## config.mk

```make
export PLATFORM = sky130hd
export DESIGN_NAME = fp_round_stage
export DESIGN_NICKNAME = d
export VERILOG_FILES = /design/src/rtl/fp_round_pkg.sv /design/src/rtl/fprnd_max_detect.sv /design/src/rtl/fprnd_decide.sv /design/src/rtl/fprnd_apply.sv /design/src/rtl/fp_round_stage.sv
export SDC_FILE = /design/constraint.sdc
export NUM_CORES = 1
export LEC_CHECK = 0
export BUFFER_PORTS_ARGS = -buffer_cell sky130_fd_sc_hd__buf_2
export CAP_MARGIN = 20
export CORE_ASPECT_RATIO = 1.1
export CORE_MARGIN = 2
export CORE_UTILIZATION = 45
export DETAILED_ROUTE_END_ITERATION = 7
export GPL_TIMING_DRIVEN = 0
export PLACE_DENSITY_LB_ADDON = 0.05
export SYNTH_ARGS = -nofsm -noshare
export SYNTH_HDL_FRONTEND = slang
export SYNTH_HIERARCHICAL = 1
export SYNTH_SLANG_ARGS = --single-unit
```

## constraint.sdc

```tcl
create_clock -name vclk -period 4.87
set_input_delay 0.487 -clock vclk [all_inputs]
set_output_delay 0.487 -clock vclk [all_outputs]
set_load 0.03 [all_outputs]
```

## src/rtl/fp_round_pkg.sv

```systemverilog
package fp_round_pkg;
  typedef enum logic [2:0] {
    RND_NEAR_EVEN = 3'd0,
    RND_ZERO      = 3'd1,
    RND_DOWN      = 3'd2,
    RND_UP        = 3'd3,
    RND_NEAR_AWAY = 3'd4
  } rnd_mode_e;
endpackage

```

## src/rtl/fprnd_max_detect.sv

```systemverilog
module fprnd_max_detect #(
  parameter int EXP_W  = 8,
  parameter int FRAC_W = 23
) (
  input  logic [EXP_W-1:0]  exp_i,
  input  logic [FRAC_W-1:0] frac_i,
  output logic              at_max_o
);
  localparam logic [EXP_W-1:0] TOP_FINITE_EXP = {{(EXP_W-1){1'b1}}, 1'b0};

  // Largest finite magnitude: exponent one below all ones, fraction all ones.
  assign at_max_o = (exp_i == TOP_FINITE_EXP) && (&frac_i);
endmodule

```

## src/rtl/fprnd_decide.sv

```systemverilog
module fprnd_decide
  import fp_round_pkg::*;
(
  input  logic [2:0] mode_i,
  input  logic       sign_i,
  input  logic       lsb_i,
  input  logic       guard_i,
  input  logic       sticky_i,
  input  logic       at_max_i,
  output logic       inc_o
);
  logic any_low;
  assign any_low = guard_i | sticky_i;

  always_comb begin
    case (mode_i)
      RND_ZERO:      inc_o = 1'b0;
      RND_DOWN:      inc_o = sign_i & any_low;
      RND_UP:        inc_o = ~sign_i & any_low;
      RND_NEAR_AWAY: inc_o = guard_i;
      // Nearest-even: the odd LSB of the top finite value does not break a tie.
      default:       inc_o = guard_i & (sticky_i | (lsb_i & ~at_max_i));
    endcase
  end
endmodule

```

## src/rtl/fprnd_apply.sv

```systemverilog
module fprnd_apply
  import fp_round_pkg::*;
#(
  parameter int EXP_W  = 8,
  parameter int FRAC_W = 23
) (
  input  logic [2:0]        mode_i,
  input  logic              sign_i,
  input  logic [EXP_W-1:0]  exp_i,
  input  logic [FRAC_W-1:0] frac_i,
  input  logic              inc_i,
  input  logic              pre_ovf_i,
  output logic [EXP_W-1:0]  exp_o,
  output logic [FRAC_W-1:0] frac_o,
  output logic              ovf_o
);
  localparam int MAG_W = EXP_W + FRAC_W;
  localparam logic [EXP_W-1:0] TOP_FINITE_EXP = {{(EXP_W-1){1'b1}}, 1'b0};

  logic [MAG_W-1:0] mag_sum;
  logic             sum_inf;
  logic             keep_finite;

  // One adder over exponent and fraction: a fraction carry lands in the exponent.
  assign mag_sum = {exp_i, frac_i} + MAG_W'(inc_i);
  assign sum_inf = &mag_sum[MAG_W-1:FRAC_W];

  assign keep_finite = (mode_i == RND_ZERO)
                     | ((mode_i == RND_DOWN) & ~sign_i)
                     | ((mode_i == RND_UP)   &  sign_i);

  always_comb begin
    if (pre_ovf_i) begin
      ovf_o  = 1'b1;
      exp_o  = keep_finite ? TOP_FINITE_EXP : '1;
      frac_o = keep_finite ? '1 : '0;
    end else begin
      ovf_o  = sum_inf;
      exp_o  = mag_sum[MAG_W-1:FRAC_W];
      frac_o = mag_sum[FRAC_W-1:0];
    end
  end
endmodule

```

## src/rtl/fp_round_stage.sv

```systemverilog
module fp_round_stage
  import fp_round_pkg::*;
#(
  parameter int EXP_W  = 8,
  parameter int FRAC_W = 23
) (
  input  logic              in_sign,
  input  logic [EXP_W-1:0]  in_exp,
  input  logic [FRAC_W-1:0] in_frac,
  input  logic              in_guard,
  input  logic              in_sticky,
  input  logic              in_pre_ovf,
  input  logic [2:0]        rnd_mode,
  output logic              out_sign,
  output logic [EXP_W-1:0]  out_exp,
  output logic [FRAC_W-1:0] out_frac,
  output logic              out_ovf,
  output logic              out_inexact
);
  logic at_max;
  logic do_inc;

  fprnd_max_detect #(.EXP_W(EXP_W), .FRAC_W(FRAC_W)) u_max (
    .exp_i    (in_exp),
    .frac_i   (in_frac),
    .at_max_o (at_max)
  );

  fprnd_decide u_decide (
    .mode_i   (rnd_mode),
    .sign_i   (in_sign),
    .lsb_i    (in_frac[0]),
    .guard_i  (in_guard),
    .sticky_i (in_sticky),
    .at_max_i (at_max),
    .inc_o    (do_inc)
  );

  fprnd_apply #(.EXP_W(EXP_W), .FRAC_W(FRAC_W)) u_apply (
    .mode_i    (rnd_mode),
    .sign_i    (in_sign),
    .exp_i     (in_exp),
    .frac_i    (in_frac),
    .inc_i     (do_inc),
    .pre_ovf_i (in_pre_ovf),
    .exp_o     (out_exp),
    .frac_o    (out_frac),
    .ovf_o     (out_ovf)
  );

  assign out_sign    = in_sign;
  assign out_inexact = in_guard | in_sticky | out_ovf;

  always_comb begin
    AST_TIE_KEEPS_MAX: assert (!(!in_pre_ovf && at_max && in_guard && !in_sticky
                                 && rnd_mode == 3'd0)
                               || (out_exp == in_exp && out_frac == in_frac && !out_ovf));
    AST_STICKY_TIE_OVERFLOWS: assert (!(!in_pre_ovf && at_max && in_guard && in_sticky
                                        && rnd_mode == 3'd0)
                                      || (out_ovf && (&out_exp) && out_frac == '0));
    AST_ZERO_MODE_HOLDS: assert (!(!in_pre_ovf && rnd_mode == 3'd1)
                                 || (out_exp == in_exp && out_frac == in_frac));
    AST_INF_HAS_ZERO_FRAC: assert (!(out_ovf && (&out_exp)) || out_frac == '0);
    AST_PRE_OVF_FLAGS: assert (!in_pre_ovf || (out_ovf && out_inexact));
  end
endmodule

```

==> results.yml, run 1 <==
power:
  fin_total_pwr_mw: 0.1472
  cellPowerDensity_mw_per_mm2: 98.61
  power.ir.vdd_worst_mv: 0.08430
  p_leak_nw: 0.6610
worst_hold_path:
  hp-class: "in -> out"
die:
  initial_utilization_pct: 48.35
  die_y_um: 55.85
  coreArea_mm2: 0.002275
  num_rows: 18
  die-width_um: 51.14
  dieArea_mm2: 0.002856
  io_pins: 72
global_routing:
  grt_pass1_wl_um: 5754
  overflow: 0
  antenna_found_initial: 0
  grt_pass1_vias: 1361
  grt_max_degree: 11
  grt.total_usage_pct: 23.76
timing:
  fmax_mhz: 213.8
  worst_slew_pin_slew_ns: 0.6799
  maxSlewViolCount: 0
  slew_headroom_pct: 54.32
  min_period_ns: 4.678
  final-hold-violation-count: 0
  period_share_pct: 96.05
  worst_slack_ns: 0.1925
  rsz0062_at_grt: "no"
  finalSetupViolations: 0
  setup_tns_ns: 0
finish:
  antenna_cells: 0
  synthToLayoutAreaGrowth_pct: 35.72
  nNetsFinal: 283
  drive_gt1_share_pct: 36.10
  seq_cell_count: 0
  area.sequential_um2: 0
  fin_cells: 271
  clock_buffers: 0
synthesis:
  ys_seq_area_share_pct: 0
  syn_nets: 210
  synth.avg_cell_area_um2: 6.469
  yosysWarnings: 6
  ys_types: 39
  synth_cells: 170
  syn_area_mm2: 0.001100
worst_setup_path:
  required_ns: 4.38
  cp-endpoint: "out_inexact"
  critPathLaunch: "in_exp[0]"
  cp.arrival_ns: 4.19
  critPathKind: "in -> out"
  critPathMaxFanout: 7
  critPathLaunchType: "input pin"
  worstSetupEndpointType: "primary output"
placement:
  gp_congestion: 0.8925
  port_buffers: 71
  placed_cells: 271
  pre_cts_ws_ns: 0.2710
  hpwl_um: 2763
clock_tree:
  ctsResizeCount: 0
  postCtsHoldBufs: 0
  postCtsSetupRepairBufs: 0
drt:
  first_pass_iters: 4
  ant_nets: 0
  drtIter0Drc: 36
  post_drt_wl_per_cell_um: 12.32
  drc: 0
  vias: 1496
  vias_per_cell: 5.520
  wirelength_um: 3338
outcome:
  outcome: "complete, no violations"
run:
  cap_viol_max_count: 0
## cell usage after synthesis (3+ instances only)
cell type | n | area, um^2
or4_1 | 3 | 22.52
xor2_1 | 15 | 131.4
or2_2 | 3 | 18.77
nand2_1 | 9 | 33.78
nor3_1 | 4 | 20.02
nand4_1 | 12 | 75.07
o21ai_1 | 3 | 15.01
nor2_1 | 12 | 45.04
nand3_1 | 14 | 70.07
xnor2_1 | 14 | 122.6
nand2b_1 | 6 | 37.54
o21ai_0 | 24 | 120.1
clkbuf_1 | 5 | 18.77
a21oi_1 | 3 | 15.01
inv_1 | 9 | 33.78
and3_1 | 5 | 31.28
## stage by stage
step | hold WS (ns) | cell area (um^2) | utilization [%]
final | 1.346 | 1493 | 65.62
after global routing | 1.362 | 1493 | 65.62
after CTS | 1.350 | 1493 | 65.62
after detailed placement | 1.347 | 1493 | 65.62
after global placement | 1.338 | 1493 | 65.62
after floorplan | 1.106 | 1100 | -
## layout make-up
| type | count | area [um^2] |
|---|---|---|
| multi-input combinational | 153 | 1027 |
| fill | 251 | 782.0 |
| tap | 30 | 37.54 |
| inverter | 9 | 33.78 |
| buffer | 8 | 38.79 |
| timing repair buffer | 71 | 355.3 |
## critical path, stage by stage
cell	delay [ns]
buf_2	0.14
nand4b_1	0.22
or4_4	0.53
nor4_2	0.31
inv_1	0.08
a221oi_2	0.24
o21ai_1	0.11
ha_1	0.24
ha_1	0.28
nand2_1	0.10
nor3_1	0.11
and2_1	0.25
or4_1	0.41
a21oi_1	0.18
o221a_2	0.23
or3_1	0.10
buf_2	0.18
## cell families (layout without fill, tap and decap cells)
| group | count (synthesis) | after routing | synth area share [%] |
|---|---|---|---|
| xor+xnor | 29 | 29 | 23.10 |
| buf+inv | 17 | 88 | 6.598 |
| compound gates | 39 | 39 | 21.27 |
| simple gates | 81 | 81 | 44.94 |
| mux | 2 | 2 | 1.820 |
| fa+ha+maj | 2 | 2 | 2.275 |
## how the worst min path moves through the flow
stage	startpoint	to	slack [ns]	cells after the start
2_1_floorplan	in_sign	out_sign	1.11	1
3_3_place_gp	in_guard	out_inexact	1.34	3
3_5_place_dp	in_sign	out_sign	1.35	3
4_1_cts	in_sign	out_sign	1.35	3
5_1_grt	in_sign	out_sign	1.36	3
6_report	in_sign	out_sign	1.35	3
## cell usage in the layout (no fill, tap or decap), drive strengths merged, types with 3 or more instances in the layout
master and count:
and3 6, clkbuf 5, a21oi 3, nor3 5, nand2b 6, or4 5
nand4 13, nor2 12, o21ai 27, xnor2 14, inv 9, nand3 15
xor2 15, or2 3, nand2 9, buf 74
## where the power goes
part / internal [mW] / total (mW) / switching, mW
sequential: 0 / 0 / 0
combinational: 0.0487 / 0.147 / 0.0985
clock: 0 / 0 / 0
## routing by layer
| layer | vias to the layer above | GRT usage, % | share of wire [%] |
|---|---|---|---|
| li1 | 766 | - | - |
| met1 | 680 | 32.09 | 46 |
| met2 | 48 | 41.74 | 48 |
| met3 | 2 | 0.5376 | 5.7 |
| met4 | 0 | 4.247 | 0.60 |
| met5 | - | 0 | 0 |
No activity file was read; power rests on OpenSTA's default activity.
==> run 2: changes to the inputs <==
--- a/config.mk
+++ b/config.mk
@@ -9,10 +9,11 @@
 export CAP_MARGIN = 20
 export CORE_ASPECT_RATIO = 1.1
 export CORE_MARGIN = 2
-export CORE_UTILIZATION = 45
+export CORE_UTILIZATION = 41
 export DETAILED_ROUTE_END_ITERATION = 7
-export GPL_TIMING_DRIVEN = 0
+export GPL_TIMING_DRIVEN = 1
 export PLACE_DENSITY_LB_ADDON = 0.05
+export REMOVE_ABC_BUFFERS = 1
 export SYNTH_ARGS = -nofsm -noshare
 export SYNTH_HDL_FRONTEND = slang
 export SYNTH_HIERARCHICAL = 1
==> constraint.sdc (replaced) <==
create_clock -name vclk -period 4.3
set_input_delay 0.43 -clock vclk [all_inputs]
set_output_delay 0.43 -clock vclk [all_outputs]
set_load 0.03 [all_outputs]
==> run 2 against run 1 <==
Flip-flop and latch count unchanged. Wire length decreased by 1.2%. Via count decreased by 1.5%. Critical path depth unchanged. Die area increased by 9.0%. Sequential share of layout area unchanged. Global-route usage decreased by 2.7 points.
==> results.yml, run 2 (synthesis results as in run 1) <==
worst_hold_path:
  hp-class: "in -> out"
  hold-path-cell-count: 2
global_routing:
  overflow: 0
  grt_pass1_vias: 1336
  grt_pass1_wl_um: 5409
  antenna_found_initial: 0
  grt_max_degree: 36
  grt.total_usage_pct: 21.04
worst_setup_path:
  required_ns: 3.87
  cp.arrival_ns: 3.67
  worstSetupEndpointType: "primary output"
  critPathLaunchType: "input pin"
  critPathMaxFanout: 6
  critPathKind: "in -> out"
die:
  coreArea_mm2: 0.002520
  num_rows: 19
  io_pins: 72
  die_y_um: 58.32
  die-width_um: 53.38
  initial_utilization_pct: 43.64
  dieArea_mm2: 0.003113
drt:
  drtIter0Drc: 41
  drc: 0
  first_pass_iters: 4
  ant_nets: 0
  vias_per_cell: 5.480
  wirelength_um: 3299
  post_drt_wl_per_cell_um: 12.26
  vias: 1474
finish:
  nNetsFinal: 280
  layout_commonest_cell: "buf_2"
  drive_gt1_share_pct: 38.66
  fin_cells: 269
  antenna_cells: 0
  area.sequential_um2: 0
  seq_cell_count: 0
  synthToLayoutAreaGrowth_pct: 36.97
  multi_input_area_mm2: 0.001039
  layout_common_cells: "buf_2, o21ai_0, xor2_1, nand3_1, xnor2_1"
  clock_buffers: 0
  final_area_mm2: 0.001506
  fill_cells: 261
timing:
  maxSlewViolCount: 0
  setup_tns_ns: 0
  period_share_pct: 95.34
  min_period_ns: 4.099
  fmax_mhz: 243.9
  slew_headroom_pct: 51.37
  rsz0062_at_grt: "no"
  final-hold-violation-count: 0
  worst_slew_pin_slew_ns: 0.7273
  whs_ns: 1.142
  finalSetupViolations: 0
  worst_slack_ns: 0.2005
placement:
  placed_cells: 268
  hpwl_um: 2645
  port_buffers: 72
  gp_congestion: 0.9247
  pre_cts_ws_ns: 0.1333
  placed_area_mm2: 0.001483
outcome:
  outcome: "complete, no violations"
clock_tree:
  postCtsHoldBufs: 0
power:
  cellPowerDensity_mw_per_mm2: 111.2
  power.ir.vdd_worst_mv: 0.08220
  p_leak_nw: 0.6707
run:
  cap_viol_max_count: 0
## run 2: cell types whose count changed in the layout (fill, tap and decap cells not counted), sizes merged
cell    previous run  this run
clkbuf             5         1
buf               74        75
## run 2: power breakdown
part / internal, mW / switching, mW / total [mW] / leakage (nW)
clock: 0 / 0 / 0 / 0
combinational: 0.0557 / 0.112 / 0.168 / 0.671
sequential: 0 / 0 / 0 / 0
## run 2: repair_timing
action	in CTS	in global routing
gates resized for setup	0	7
endpoints found under the setup margin	0	2
setup buffers	0	1
## run 2: area by class of cell
class	instances	share of cell area (%)
Multi-Input combinational cell	153	68.94
Timing Repair Buffer	76	26.25
Tap cell	31	2.575
Inverter	9	2.243
## run 2: critical path, stage by stage
cell      delay (ns)
buf_2           0.11
nand4b_1        0.17
or4_4           0.52
nor4_2          0.27
inv_1           0.09
a221oi_2        0.24
o21ai_1         0.08
ha_1            0.20
ha_1            0.19
nand2_1         0.08
nor3_2          0.07
and2_4          0.18
or4_1           0.43
a21oi_2         0.15
o221a_2         0.20
or3_1           0.10
buf_4           0.15
## run 2: routing by layer
layer | GRT usage, % | wire length (um) | up-vias
li1 | - | - | 760
met1 | 26.32 | 1420 | 657
met2 | 41.27 | 1682 | 55
met3 | 0.2538 | 191 | 2
met4 | 0.7326 | 4 | 0
met5 | 0 | 0 | -
## run 2: per-stage QoR
| step | utilization, % | power (mW) |
|---|---|---|
| after global placement | 58.84 | 0.1640 |
| after detailed placement | 58.84 | 0.1666 |
| after global routing | 59.78 | 0.1816 |
| after CTS | 58.84 | 0.1672 |
| final | 59.78 | 0.1675 |
| after floorplan | - | 0.09464 |
## run 2: path summary, 6_finish.rpt
| check | startpoint | end | slack, ns |
|---|---|---|---|
| max | in_exp[0] | out_inexact | 0.20 |
| min | in_sign | out_sign | 1.14 |
==> run 3: changes to the inputs <==
--- a/config.mk
+++ b/config.mk
@@ -5,11 +5,11 @@
 export SDC_FILE = /design/constraint.sdc
 export NUM_CORES = 1
 export LEC_CHECK = 0
+export ABC_AREA = 1
 export BUFFER_PORTS_ARGS = -buffer_cell sky130_fd_sc_hd__buf_2
 export CAP_MARGIN = 20
 export CORE_ASPECT_RATIO = 1.1
-export CORE_MARGIN = 2
-export CORE_UTILIZATION = 41
+export CORE_UTILIZATION = 44
 export DETAILED_ROUTE_END_ITERATION = 7
 export GPL_TIMING_DRIVEN = 1
 export PLACE_DENSITY_LB_ADDON = 0.05
==> run 3 against run 2 <==
Hold slack better by 0.0014 ns. Wire length is 31% higher. Sequential share of layout area stayed put. Synthesized area is 24% higher. Largest cell class unchanged. Core utilization is 1.6 points higher. Setup slack better by 0.76 ns. First-iteration DRC count is 51% higher. Synthesized cell count is 74% higher. Final area is 16% higher. Global-route usage is 5.8 points higher. Critical endpoint unchanged. Clock-buffer cell count stayed put.
==> results.yml, run 3 <==
global_routing:
  antenna_found_initial: 0
  grt_pass1_vias: 1584
  busiest_layer: "met2"
  overflow: 0
  grt_pass1_wl_um: 6789
  grtUsageMet3_pct: 0.5013
  use_met1_pct: 36.01
  grt_max_degree: 24
  grt.total_usage_pct: 26.86
  use_met2_pct: 49.40
worst_setup_path:
  critPathMaxFanout: 6
  cp.arrival_ns: 2.91
  worstSetupEndpointType: "primary output"
  slowest_stage: "ha_1"
  cpMostUsedCell: "nand2_1"
  critPathMaxStageDelay_ns: 0.21
  critPathLaunchType: "input pin"
  critPathKind: "in -> out"
  required_ns: 3.87
drt:
  vias_per_cell: 5.040
  drc: 0
  post_drt_wl_per_cell_um: 10.87
  vias: 1996
  first_pass_iters: 4
  drtIter0Drc: 62
  ant_nets: 0
  wirelength_um: 4306
timing:
  period_share_pct: 77.70
  finalSetupViolations: 0
  worst_slew_pin_slew_ns: 0.6540
  maxSlewViolCount: 0
  slew_headroom_pct: 56.35
  fmax_mhz: 299.3
  rsz0062_at_grt: "no"
  min_period_ns: 3.341
  setup_tns_ns: 0
  final-hold-violation-count: 0
synthesis:
  yosysWarnings: 6
  synthTopCellsByArea: "nand2_1, nor2_1, inv_1, o21ai_0, nand3_1"
  synth_compound_area_share_pct: 13.62
  synth.avg_cell_area_um2: 4.624
  yosysTopAreaCell: "nand2_1"
  ys_types: 25
  synth_top_cells_by_count: "nand2_1, nor2_1, inv_1"
  syn_area_mm2: 0.001369
  yosysMostFrequentCell: "nand2_1"
  netlist.area_leader.share_pct: 29.89
  synthAdderAreaFrac_pct: 1.828
  ys_seq_area_share_pct: 0
  yosys.area_share.simple_pct: 66.36
  synthMuxAreaShare_pct: 0
  synthXorXnorAreaFrac_pct: 4.479
  synth_top_family_by_area: "simple AND/OR/NAND/NOR gates"
  synth_cells: 296
power:
  switchingPower_mw: 0.1215
  power.ir.vdd_worst_mv: 0.08716
  cellPowerDensity_mw_per_mm2: 100.3
  p_sw_share_pct: 69.11
  pwr-share-clk_pct: 0
  p_int_mw: 0.05430
  p_leak_nw: 0.9710
  p_comb_share_pct: 100.0
  power_frac_seq_pct: 0
die:
  io_pins: 72
  num_rows: 20
  die-width_um: 55.18
  die_y_um: 60.50
  coreArea_mm2: 0.002853
  dieArea_mm2: 0.003338
  initial_utilization_pct: 47.98
finish:
  synthToLayoutAreaGrowth_pct: 27.97
  antenna_cells: 0
  fill_cells: 325
  drive_gt1_share_pct: 25.62
  fin_cells: 396
  layout_commonest_cell: "nand2_1"
  clock_buffers: 0
  layout_common_cells: "nand2_1, buf_2, nor2_1, inv_1, o21ai_0"
  nNetsFinal: 405
  seq_cell_count: 0
  multi_input_area_mm2: 0.001181
  area.sequential_um2: 0
placement:
  port_buffers: 72
  gp_congestion: 0.8931
  hpwl_um: 3586
  placed_cells: 396
clock_tree:
  postCtsHoldBufs: 0
  ctsResizeCount: 0
  postCtsSetupRepairBufs: 0
worst_hold_path:
  min_to: "out_sign"
  hp-class: "in -> out"
  hold-path-cell-count: 2
  hold_start: "in_sign"
outcome:
  outcome: "complete, no violations"
run:
  cap_viol_max_count: 0
-- run 3: cell types whose count changed in the layout (fill, tap and decap cells not counted), sizes merged, moves of 10 or more --
cell | previous run | this run
nand4 | 13 | 2
nor2 | 12 | 58
nand2 | 9 | 114
xor2 | 15 | 5
inv | 9 | 43
xnor2 | 14 | 2
-- run 3: how the worst max path moves through the flow --
stage,from,to,cells after the start
floorplan,in_frac[16],out_frac[18],20
global placement,in_frac[14],out_inexact,28
detailed placement,in_frac[17],out_inexact,28
CTS,in_frac[17],out_inexact,28
global route,in_frac[12],out_inexact,28
finish,in_frac[17],out_inexact,28
-- run 3: logic make-up (layout without fill, tap and decap cells) --
| family | Yosys count | after routing |
|---|---|---|
| AO/OA/AOI/OAI | 34 | 34 |
| AND/OR/NAND/NOR | 204 | 204 |
| buffers and inverters | 49 | 116 |
| adder cells (fa/ha/maj) | 2 | 2 |
| XOR/XNOR | 7 | 7 |
-- run 3: per-layer routing --
layer,share of wire (%),routed length (um),vias up
li1,-,-,1063
met2,48,2054,60
met1,46,1969,871
met4,0.60,26,0
met3,5.9,255,2
met5,0,0,-
-- run 3: power by group through the flow --
stage	Clock [mW]	Sequential, mW	Combinational (mW)
6_report	0	0	0.176
5_1_grt	0	0	0.193
4_1_cts	0	0	0.176
3_5_place_dp	0	0	0.175
3_3_place_gp	0	0	0.175
2_1_floorplan	0	0	0.107
-- run 3: critical path: cells and delay by family --
kind	cells	cell delay, ns
fa+ha+maj	2	0.40
simple gates	18	1.38
compound gates	1	0.11
buf+inv	7	0.60
-- run 3: through the flow --
| step | hold slack [ns] | utilization (%) | setup WS, ns | power [mW] | area [um^2] |
|---|---|---|---|---|---|
| floorplan | 0.8600 | - | 1.212 | 0.1068 | 1343 |
| global placement | 1.145 | 61.40 | 1.020 | 0.1749 | 1752 |
| detailed placement | 1.144 | 61.40 | 0.9974 | 0.1754 | 1752 |
| CTS | 1.144 | 61.40 | 0.9910 | 0.1760 | 1752 |
| global route | 1.150 | 61.40 | 0.6869 | 0.1934 | 1752 |
| finish | 1.143 | 61.40 | 0.9591 | 0.1758 | 1752 |
-- run 3: final cells by class --
type                            instances  share of cell area (%)
Inverter                               43                   9.214
Multi-Input combinational cell        247                   67.43
Timing Repair Buffer                   73                   21.00
Tap cell                               33                   2.357
